==> src/rtl/pclk_gen_pkg.sv <==
package pclk_gen_pkg;

   // Divider variant selected per instance
   typedef enum logic [1:0] {
      PG_DOUBLE  = 2'd0,   // two cascaded 1..6 stages
      PG_TBL_1_2 = 2'd1,   // one field: 0 -> 1, 1 -> 2
      PG_TBL_2_4 = 2'd2,   // one field: 0 -> 2, 1 -> 4
      PG_FIXED   = 2'd3    // crystal source, gate only
   } pg_variant_e;

endpackage

==> src/rtl/pg_regs.sv <==
module pg_regs #(
   parameter int ADDR_W    = 8,
   parameter int DATA_W    = 32,
   parameter int SEL_W     = 2,
   parameter int DIV_FW    = 3,
   parameter int SEL_OFS   = 'h00,
   parameter int DIV_OFS   = 'h04,
   parameter int GATE_OFS  = 'h14,
   parameter int SEL_LSB   = 0,
   parameter int DIV_A_LSB = 3,
   parameter int DIV_B_LSB = 0,
   parameter int GATE_BIT  = 0
) (
   input  logic              clk,
   input  logic              rst_n,
   input  logic              wr_en,
   input  logic [ADDR_W-1:0] wr_addr,
   input  logic [DATA_W-1:0] wr_data,
   output logic [SEL_W-1:0]  sel_q,
   output logic [DIV_FW-1:0] div_a_q,
   output logic [DIV_FW-1:0] div_b_q,
   output logic              gate_q
);
   localparam logic [ADDR_W-1:0] A_SEL  = ADDR_W'(SEL_OFS);
   localparam logic [ADDR_W-1:0] A_DIV  = ADDR_W'(DIV_OFS);
   localparam logic [ADDR_W-1:0] A_GATE = ADDR_W'(GATE_OFS);

   logic unused_bits;
   assign unused_bits = ^wr_data;

   always_ff @(posedge clk) begin
      if (!rst_n) begin
         sel_q   <= '0;
         div_a_q <= DIV_FW'(1);
         div_b_q <= DIV_FW'(1);
         gate_q  <= 1'b1;
      end else if (wr_en) begin
         if (wr_addr == A_SEL)
            sel_q <= wr_data[SEL_LSB +: SEL_W];
         if (wr_addr == A_DIV) begin
            div_a_q <= wr_data[DIV_A_LSB +: DIV_FW];
            div_b_q <= wr_data[DIV_B_LSB +: DIV_FW];
         end
         if (wr_addr == A_GATE)
            gate_q <= wr_data[GATE_BIT];
      end
   end
endmodule

==> src/rtl/pg_ratio.sv <==
module pg_ratio
   import pclk_gen_pkg::*;
#(
   parameter pg_variant_e VARIANT = PG_DOUBLE,
   parameter int DIV_FW  = 3,
   parameter int DIV_MAX = 6,
   parameter int RATIO_W = 6
) (
   input  logic [DIV_FW-1:0]  div_a,
   input  logic [DIV_FW-1:0]  div_b,
   output logic [RATIO_W-1:0] ratio
);
   generate
      if (VARIANT == PG_DOUBLE) begin : g_double
         logic [RATIO_W-1:0] ra, rb;
         always_comb begin
            ra = (div_a != '0 && div_a <= DIV_FW'(DIV_MAX)) ? RATIO_W'(div_a) : '0;
            rb = (div_b != '0 && div_b <= DIV_FW'(DIV_MAX)) ? RATIO_W'(div_b) : '0;
            ratio = ra * rb;
         end
      end else if (VARIANT == PG_FIXED) begin : g_fixed
         logic unused_fields;
         assign unused_fields = ^{div_a, div_b};
         assign ratio = RATIO_W'(1);
      end else begin : g_table
         localparam int R_LO = (VARIANT == PG_TBL_1_2) ? 1 : 2;
         localparam int R_HI = (VARIANT == PG_TBL_1_2) ? 2 : 4;
         logic unused_stage_b;
         assign unused_stage_b = ^div_b;
         always_comb begin
            if (div_a == '0)
               ratio = RATIO_W'(R_LO);
            else if (div_a == DIV_FW'(1))
               ratio = RATIO_W'(R_HI);
            else
               ratio = '0;
         end
      end
   endgenerate
endmodule

==> src/rtl/pg_phase.sv <==
module pg_phase #(
   parameter int NUM_REF = 4,
   parameter int SEL_W   = 2,
   parameter int RATIO_W = 6
) (
   input  logic               clk,
   input  logic               rst_n,
   input  logic [NUM_REF-1:0] ref_tick,
   input  logic [SEL_W-1:0]   sh_sel,
   input  logic [RATIO_W-1:0] sh_ratio,
   input  logic               sh_gate,
   output logic               clk_out
);
   logic [SEL_W-1:0]   act_sel_q;
   logic [RATIO_W-1:0] act_per_q, act_hi_q, cnt_q;
   logic               act_run_q, out_q;

   logic [RATIO_W-1:0] sh_per, sh_hi;
   logic               sh_run, tick_act, tick_sh, load;

   // ratio 1 cannot be expressed with tick enables: fastest form is 1 high, 1 low
   always_comb begin
      sh_per   = (sh_ratio == RATIO_W'(1)) ? RATIO_W'(2) : sh_ratio;
      sh_hi    = sh_per >> 1;
      sh_run   = !sh_gate && (sh_ratio != '0);
      tick_act = ref_tick[act_sel_q];
      tick_sh  = ref_tick[sh_sel];
      // idle path reloads on a tick of the newly chosen source;
      // running path reloads only on the last (low) tick of a period
      load     = act_run_q ? (tick_act && (cnt_q == act_per_q - RATIO_W'(1)))
                           : tick_sh;
   end

   always_ff @(posedge clk) begin
      if (!rst_n) begin
         act_sel_q <= '0;
         act_per_q <= '0;
         act_hi_q  <= '0;
         act_run_q <= 1'b0;
         cnt_q     <= '0;
         out_q     <= 1'b0;
      end else if (load) begin
         act_sel_q <= sh_sel;
         act_per_q <= sh_per;
         act_hi_q  <= sh_hi;
         act_run_q <= sh_run;
         cnt_q     <= '0;
         out_q     <= sh_run;
      end else if (act_run_q && tick_act) begin
         cnt_q <= cnt_q + RATIO_W'(1);
         out_q <= (cnt_q + RATIO_W'(1)) < act_hi_q;
      end
   end

   assign clk_out = out_q;
endmodule

==> src/rtl/pclk_gen.sv <==
module pclk_gen
   import pclk_gen_pkg::*;
#(
   parameter pg_variant_e VARIANT = PG_DOUBLE,
   parameter int ADDR_W    = 8,
   parameter int DATA_W    = 32,
   parameter int NUM_REF   = 4,
   parameter int XTAL_IDX  = 3,
   parameter int DIV_FW    = 3,
   parameter int DIV_MAX   = 6,
   parameter int SEL_OFS   = 'h00,
   parameter int DIV_OFS   = 'h04,
   parameter int GATE_OFS  = 'h14,
   parameter int SEL_LSB   = 0,
   parameter int DIV_A_LSB = 3,
   parameter int DIV_B_LSB = 0,
   parameter int GATE_BIT  = 0,
   localparam int SEL_W    = $clog2(NUM_REF),
   localparam int RATIO_W  = $clog2(DIV_MAX * DIV_MAX + 1)
) (
   input  logic               clk,
   input  logic               rst_n,
   input  logic [NUM_REF-1:0] ref_tick,
   input  logic               wr_en,
   input  logic [ADDR_W-1:0]  wr_addr,
   input  logic [DATA_W-1:0]  wr_data,
   output logic               clk_out,
   output logic [RATIO_W-1:0] ratio_rb,
   output logic               ratio_bad
);
   localparam int HAS_DIV = (VARIANT != PG_FIXED) ? 1 : 0;

   // elaboration-time parameter checks
   generate
      if (NUM_REF < 2)
         $error("pclk_gen: NUM_REF must be at least 2");
      if (XTAL_IDX >= NUM_REF)
         $error("pclk_gen: XTAL_IDX out of range");
      if (DIV_MAX < 1 || DIV_MAX >= (1 << DIV_FW))
         $error("pclk_gen: DIV_MAX must fit below the all-ones field code");
      if (DIV_OFS != 'h04 && DIV_OFS != 'h08 && DIV_OFS != 'h0C)
         $error("pclk_gen: DIV_OFS must name one of the three divider registers");
      if (SEL_LSB + SEL_W > DATA_W || DIV_A_LSB + DIV_FW > DATA_W ||
          DIV_B_LSB + DIV_FW > DATA_W || GATE_BIT >= DATA_W)
         $error("pclk_gen: field position beyond data width");
   endgenerate

   logic [SEL_W-1:0]   sel_q, sel_eff;
   logic [DIV_FW-1:0]  div_a_q, div_b_q;
   logic               gate_q;
   logic [RATIO_W-1:0] ratio_w;

   pg_regs #(
      .ADDR_W(ADDR_W), .DATA_W(DATA_W), .SEL_W(SEL_W), .DIV_FW(DIV_FW),
      .SEL_OFS(SEL_OFS), .DIV_OFS(DIV_OFS), .GATE_OFS(GATE_OFS),
      .SEL_LSB(SEL_LSB), .DIV_A_LSB(DIV_A_LSB), .DIV_B_LSB(DIV_B_LSB),
      .GATE_BIT(GATE_BIT)
   ) u_regs (
      .clk(clk), .rst_n(rst_n), .wr_en(wr_en), .wr_addr(wr_addr),
      .wr_data(wr_data), .sel_q(sel_q), .div_a_q(div_a_q),
      .div_b_q(div_b_q), .gate_q(gate_q)
   );

   pg_ratio #(
      .VARIANT(VARIANT), .DIV_FW(DIV_FW), .DIV_MAX(DIV_MAX), .RATIO_W(RATIO_W)
   ) u_ratio (
      .div_a(div_a_q), .div_b(div_b_q), .ratio(ratio_w)
   );

   generate
      if (VARIANT == PG_FIXED) begin : g_src_fixed
         logic unused_sel;
         assign unused_sel = ^sel_q;
         assign sel_eff = SEL_W'(XTAL_IDX);
      end else begin : g_src_mux
         assign sel_eff = sel_q;
      end
   endgenerate

   pg_phase #(
      .NUM_REF(NUM_REF), .SEL_W(SEL_W), .RATIO_W(RATIO_W)
   ) u_phase (
      .clk(clk), .rst_n(rst_n), .ref_tick(ref_tick), .sh_sel(sel_eff),
      .sh_ratio(ratio_w), .sh_gate(gate_q), .clk_out(clk_out)
   );

   assign ratio_rb  = ratio_w;
   assign ratio_bad = (ratio_w == '0);
endmodule

==> config.mk <==
export PLATFORM = sky130hd
export DESIGN_NAME = pclk_gen
export DESIGN_NICKNAME = d
export VERILOG_FILES = /design/src/rtl/pclk_gen_pkg.sv /design/src/rtl/pg_regs.sv /design/src/rtl/pg_ratio.sv /design/src/rtl/pg_phase.sv /design/src/rtl/pclk_gen.sv
export SDC_FILE = /design/constraint.sdc
export NUM_CORES = 1
export LEC_CHECK = 0
export ABC_AREA = 1
export BUFFER_PORTS_ARGS = -buffer_cell sky130_fd_sc_hd__buf_2
export CAP_MARGIN = 10
export CORE_ASPECT_RATIO = 1.75
export CORE_UTILIZATION = 46
export DETAILED_ROUTE_END_ITERATION = 10
export PLACE_DENSITY = 0.84
export SLEW_MARGIN = 40
export SYNTH_ARGS = -nofsm -noshare
export SYNTH_HDL_FRONTEND = slang
export SYNTH_SLANG_ARGS = --single-unit
==> constraint.sdc <==
create_clock -name clk -period 3.2 [get_ports clk]
set_input_delay 0.96 -clock clk [delete_from_list [all_inputs] [get_ports clk]]
set_output_delay 0.96 -clock clk [all_outputs]
set_load 0.01 [all_outputs]
# After elaboration in Yosys (flattened, before gate mapping)
# Cells that the tools add are included.
# totals
ff_bits	30
out_inout_bits	8
inputBits	47
elab_cells	49
# classes
n_eq_ne	4
bitwise	1
multipliers	1
order_cmp	5
reduce_logical	16
addsub	2
mux	10
# op_table
op	count
equality test 8 x 3 -> 1 bit (second input constant)	1
equality test 8 x 5 -> 1 bit (second input constant)	1
zero test 8 bit	1
adder 6 x 1 -> 6 bit (second input constant)	1
equality test 6 x 1 -> 1 bit (second input constant)	1
equality test 6 bit	1
less-or-equal comparator 3 bit (second input constant)	2
zero test 6 bit	1
< comparator 2 x 3 -> 1 bit (second input constant)	2
< comparator 6 x 5 -> 1 bit	1
multiplier 6 x 6 -> 6 bit	1
two-way mux 3 bit	2
two-way mux 6 bit	1
AND reduction 2 bit	3
nonzero test 3 bit	2
nonzero test 6 bit	1
subtractor 6 x 1 -> 6 bit (second input constant)	1
logical AND 1 bit	5
two-way mux 1 bit	5
binary-select mux 1 bit (select 2 bit)	2
nonzero test 2 bit	1
OR reduction 2 bit	1
zero test 1 bit	1
inverter 1 bit	1

# Logic depth before layout (Yosys ltp)
# logic_depth
depth_word	7
mapped_depth	19
ltp_nobuf	19

# Cells and area by module
# Synthesis repeated with hierarchy kept, for this count alone.
# hier_totals
hier_cells	306
hier_area_um2	1980.6
# by_module_without_submodules
mod	cells_each	area_each_um2	instances	seq_area_each_um2
pg_phase	182	1179.9	1	320.3
pg_regs	75	515.5	1	180.2
pg_ratio	44	264.0	1	0.0
pclk_gen	5	21.3	1	0.0

# Worst setup path after synthesis
# No wires, ideal clock.
# synth_timing
path_type	register to output
from	register u_regs.div_a_q[1]
to	output ratio_bad
path_stages_with_launch	13
path_slack_ns	-0.294
required_time_ns	2.240
n_path_buf	0
arrival_time_ns	2.534
cell_sequence	dfxtp_1 -> inv_1 -> o21ai_0 -> nor2_1 -> fa_1 -> ha_1 -> inv_1 -> fa_1 -> xor2_1 -> inv_1 -> nor2_1 -> o21ai_0 -> nor2_1
# synth_via
elab_chain_len	5
word_cells_on_any_way	6
classes_between	mul (1); order compare (1); mux (1); reduce/logical (3)
# synth_rtl
element	line	source
from (decl)	pg_regs.sv:20	output logic [DIV_FW-1:0] div_a_q,
from (signal assigned)	pg_regs.sv:41	div_a_q <= wr_data[DIV_A_LSB +: DIV_FW];
less-or-equal comparator 3 bit / nonzero test 3 bit (equally long branches)	pg_ratio.sv:17	ra = (div_a != '0 && div_a <= DIV_FW'(DIV_MAX)) ? RATIO_W'(div_a) : '0;
logical AND 1 bit	pg_ratio.sv:17	
two-way mux 3 bit *	pg_ratio.sv:17	
multiplier 6 x 6 -> 6 bit *	pg_ratio.sv:19	ratio = ra * rb;
net ratio_rb[4]	pclk_gen.sv:28	output logic [RATIO_W-1:0] ratio_rb,
zero test 6 bit *	pclk_gen.sv:88	assign ratio_bad = (ratio_w == '0);
to (decl)	pclk_gen.sv:29	output logic ratio_bad
# Mark *: on every way through the listed nets, which the timed path passes. The rest lies on a longest branch.

# Worst setup path after layout
# layout_timing
from	register u_regs.div_a_q[1]
to	output ratio_bad
# layout_via
elab_chain_len	5
word_cells_on_any_way	6
classes_between	mul (1); order compare (1); mux (1); reduce/logical (3)
# layout_rtl
element	line
less-or-equal comparator 3 bit / nonzero test 3 bit (equally long branches)	pg_ratio.sv:17
logical AND 1 bit	pg_ratio.sv:17
two-way mux 3 bit *	pg_ratio.sv:17
multiplier 6 x 6 -> 6 bit *	pg_ratio.sv:19
zero test 6 bit *	pclk_gen.sv:88
# Mark *: on every way between the ends. The rest lies on a longest branch, timed or not.

==> out/results.txt <==
status: complete, but fails checks
failing checks: negative setup slack
r2r setup slk: 0 ns
initial antenna violation count: 0
worst setup path startpoint: u_regs.div_a_q[1]
port bufs: 28
Hold Buf Count CTS: 0
Synthesized Nets: 334
final slew viol count: 0
#FFs+latches synth: 25
pin count of the biggest net entering global routing: 19
Fin Hold WS: 0.499 ns
Final setup violation count: 4
Hold Path Depth: 2
CTS Sinks: 25
global route total overflow: 0
ant diodes: 0
P_leak: 1.17 nW
Post-DP HPWL: 3200 um
R2R cell count: 23
first-pass GRT wire length: 7500 um
maximum vdd drop: 0.260 mV
H-Tree Depth: 1
Die ar.: 0.00408 sq mm
die height: 83.8 um
worst-margin pin slew: 0.397 ns
final setup skew: 0.00279 ns
wire per inst: 11.5 um
DR pass1 iterations: 4
number of max-cap violations: 0
vias in the first global route: 1,935
die width: 48.7 um
Final #Nets: 388
final hold violations: 0
Netlist cell types: 28
Relative slew margins: 73.3%
Post-Synthesis Cells: 274
Hold WC Path Type: flip-flop to flip-flop
DR vias/cell: 5.10
GPL Wtd Cong: 0.875
kind of critical path: flip-flop to primary output
layout cells sized above 1: 30.6%
clock tree buffer depth: 2
Worst EP required: 2.24 ns
crit start category: flip-flop
P&R area growth vs syn: 28.3%
RSZ-0062 raised after global routing: yes
Max FO, Critical Path: 3
Mapped Area: 0.00176 sq mm
row count: 29
Starting Density: 48.4%
CTS root buf: clkbuf_8
Arr. time, crit path: 2.73 ns
CORE AREA: 0.00363 sq mm
CTS tree: built
post-route minimum period: 3.69 ns
fin worst setup slack: -0.488 ns
Reg clk slew, reported paths: 0.09 ns
Max Clk Rate: 0.271 GHz
final WL: 4300 um
Syn. warnings: 0
Total GRT Usage: 23.2%
CTS buffer count: 3
fin crit share: 115%
Power Dens Cells: 259 mW/mm^2
Syn Area/Cell: 6.41 sq um
Hold Path Sink: u_phase.act_run_q
Ports: 55
number of DRC markers in iteration 0: 35
# DRC: 0
clock latency on the worst-skew pair: 0.27 ns
Worst setup EP type: primary output
Layout Utilization: 62.1%
hold path startpoint: u_phase.act_run_q
via count: 1,902
post-route ant nets: 0
reg-to-reg endpoint: u_phase.clk_out
sequential share of the synthesized area: 28.5%
R2R Path Start: u_regs.div_a_q[1]
Power, Total: 0.584 mW
==> how the worst max path moves through the flow <==
stage | endpoint | slack, ns | cells past startpoint
4_1_cts | ratio_bad | -0.40 | 13
6_report | ratio_bad | -0.49 | 14
2_1_floorplan | ratio_bad | -0.02 | 12
3_5_place_dp | ratio_bad | -0.26 | 14
5_1_grt | ratio_bad | -0.62 | 14
3_3_place_gp | ratio_bad | -0.22 | 14
==> critical path, cell delays in order (launching register included) <==
cell and delay, ns:
dfxtp_2 0.34, inv_2 0.08, a21oi_1 0.06, nand2_1 0.09, inv_2 0.05, fa_1 0.56
ha_2 0.20, inv_2 0.04, fa_2 0.35, xor2_2 0.15, inv_1 0.08, nor2_2 0.11
o21ai_1 0.09, nor2_2 0.11, buf_2 0.14
==> Yosys cell counts (all sizes together) <==
library cell	count	area, sq um
o21ai	22	110
nand4	3	18.8
a21oi	26	134
nand2	65	262
clkbuf	2	7.51
nand3	13	65.1
nor3	2	10.0
o211ai	1	7.51
ha	11	138
or2	2	12.5
dfxtp	25	500
xnor2	1	8.76
buf	4	36.3
nor2	32	130
a21o	1	7.51
nand3b	3	22.5
inv	54	203
xor2	5	43.8
fa	2	40.0
==> layout by cell type, fill, tap and decap left out, types with 2 or more instances in the layout <==
| cell type | n |
|---|---|
| a21oi_1 | 22 |
| a21oi_2 | 4 |
| buf_2 | 26 |
| buf_4 | 25 |
| buf_6 | 4 |
| clkbuf_8 | 3 |
| dfxtp_1 | 19 |
| dfxtp_2 | 4 |
| dfxtp_4 | 2 |
| ha_1 | 10 |
| inv_1 | 42 |
| inv_2 | 12 |
| nand2_1 | 60 |
| nand2_2 | 4 |
| nand3_1 | 13 |
| nand3b_1 | 3 |
| nand4_1 | 3 |
| nor2_1 | 24 |
| nor2_2 | 7 |
| nor3_1 | 2 |
| o21ai_0 | 13 |
| o21ai_1 | 7 |
| o21ai_4 | 2 |
| xor2_1 | 4 |
==> sequential cells by signal, summed over array words and instances, names as in the netlist <==
signal / count
u_regs.div_a_q: 3
u_regs.gate_q: 1
u_phase.act_run_q: 1
u_phase.cnt_q: 6
u_phase.act_sel_q: 2
u_phase.act_per_q: 6
u_regs.div_b_q: 3
u_regs.sel_q: 2
u_phase.clk_out: 1
==> through the flow <==
stage | instance area, sq um | setup slack [ns] | TNS [ns] | cells
after floorplan | 1790 | -0.0201 | -0.0201 | 274
after global routing | 2250 | -0.625 | -1.84 | 373
after global placement | 2050 | -0.219 | -0.219 | 357
final | 2250 | -0.488 | -1.18 | 373
after detailed placement | 2050 | -0.257 | -0.257 | 357
after CTS | 2240 | -0.402 | -0.807 | 373
==> final cells by class <==
cell class,instances,area [sq um]
clock buffers,3,41.3
clock inverters,1,5.00
fillers,334,1380
inverters,54,203
multi-input cells,189,1070
flip-flops and latches,25,513
well taps,46,57.6
repair buffers,55,363
==> routing by layer <==
layer  vias to the layer above  wire length [um]  GRT usage, %
li1                        960                 -             -
met1                       882              1540          20.3
met2                        46              2490          47.2
met3                        14               132          4.37
met4                         0               144          11.5
met5                         -                 0             0
==> report_power, final <==
group / internal [mW] / leakage, nW / total, mW / switching (mW)
combinational: 0.0300 / 0.938 / 0.0720 / 0.0420
clock: 0.0873 / 0.0255 / 0.191 / 0.104
sequential: 0.315 / 0.205 / 0.321 / 0.00592
==> kinds of logic after synthesis <==
| group | after synthesis | synth area share [%] |
|---|---|---|
| xor+xnor | 6 | 2.99 |
| buf+inv | 60 | 14.0 |
| flops | 25 | 28.5 |
| compound gates | 50 | 14.7 |
| fa+ha+maj | 13 | 10.1 |
| simple gates | 120 | 29.6 |
==> what timing repair did <==
item | CTS | global route
gates resized for setup | 18 | 5
setup endpoints to repair | 3 | 6
pin swaps | 4 | 0
setup buffers | 13 | 0
(Power assumes the default switching activity.)
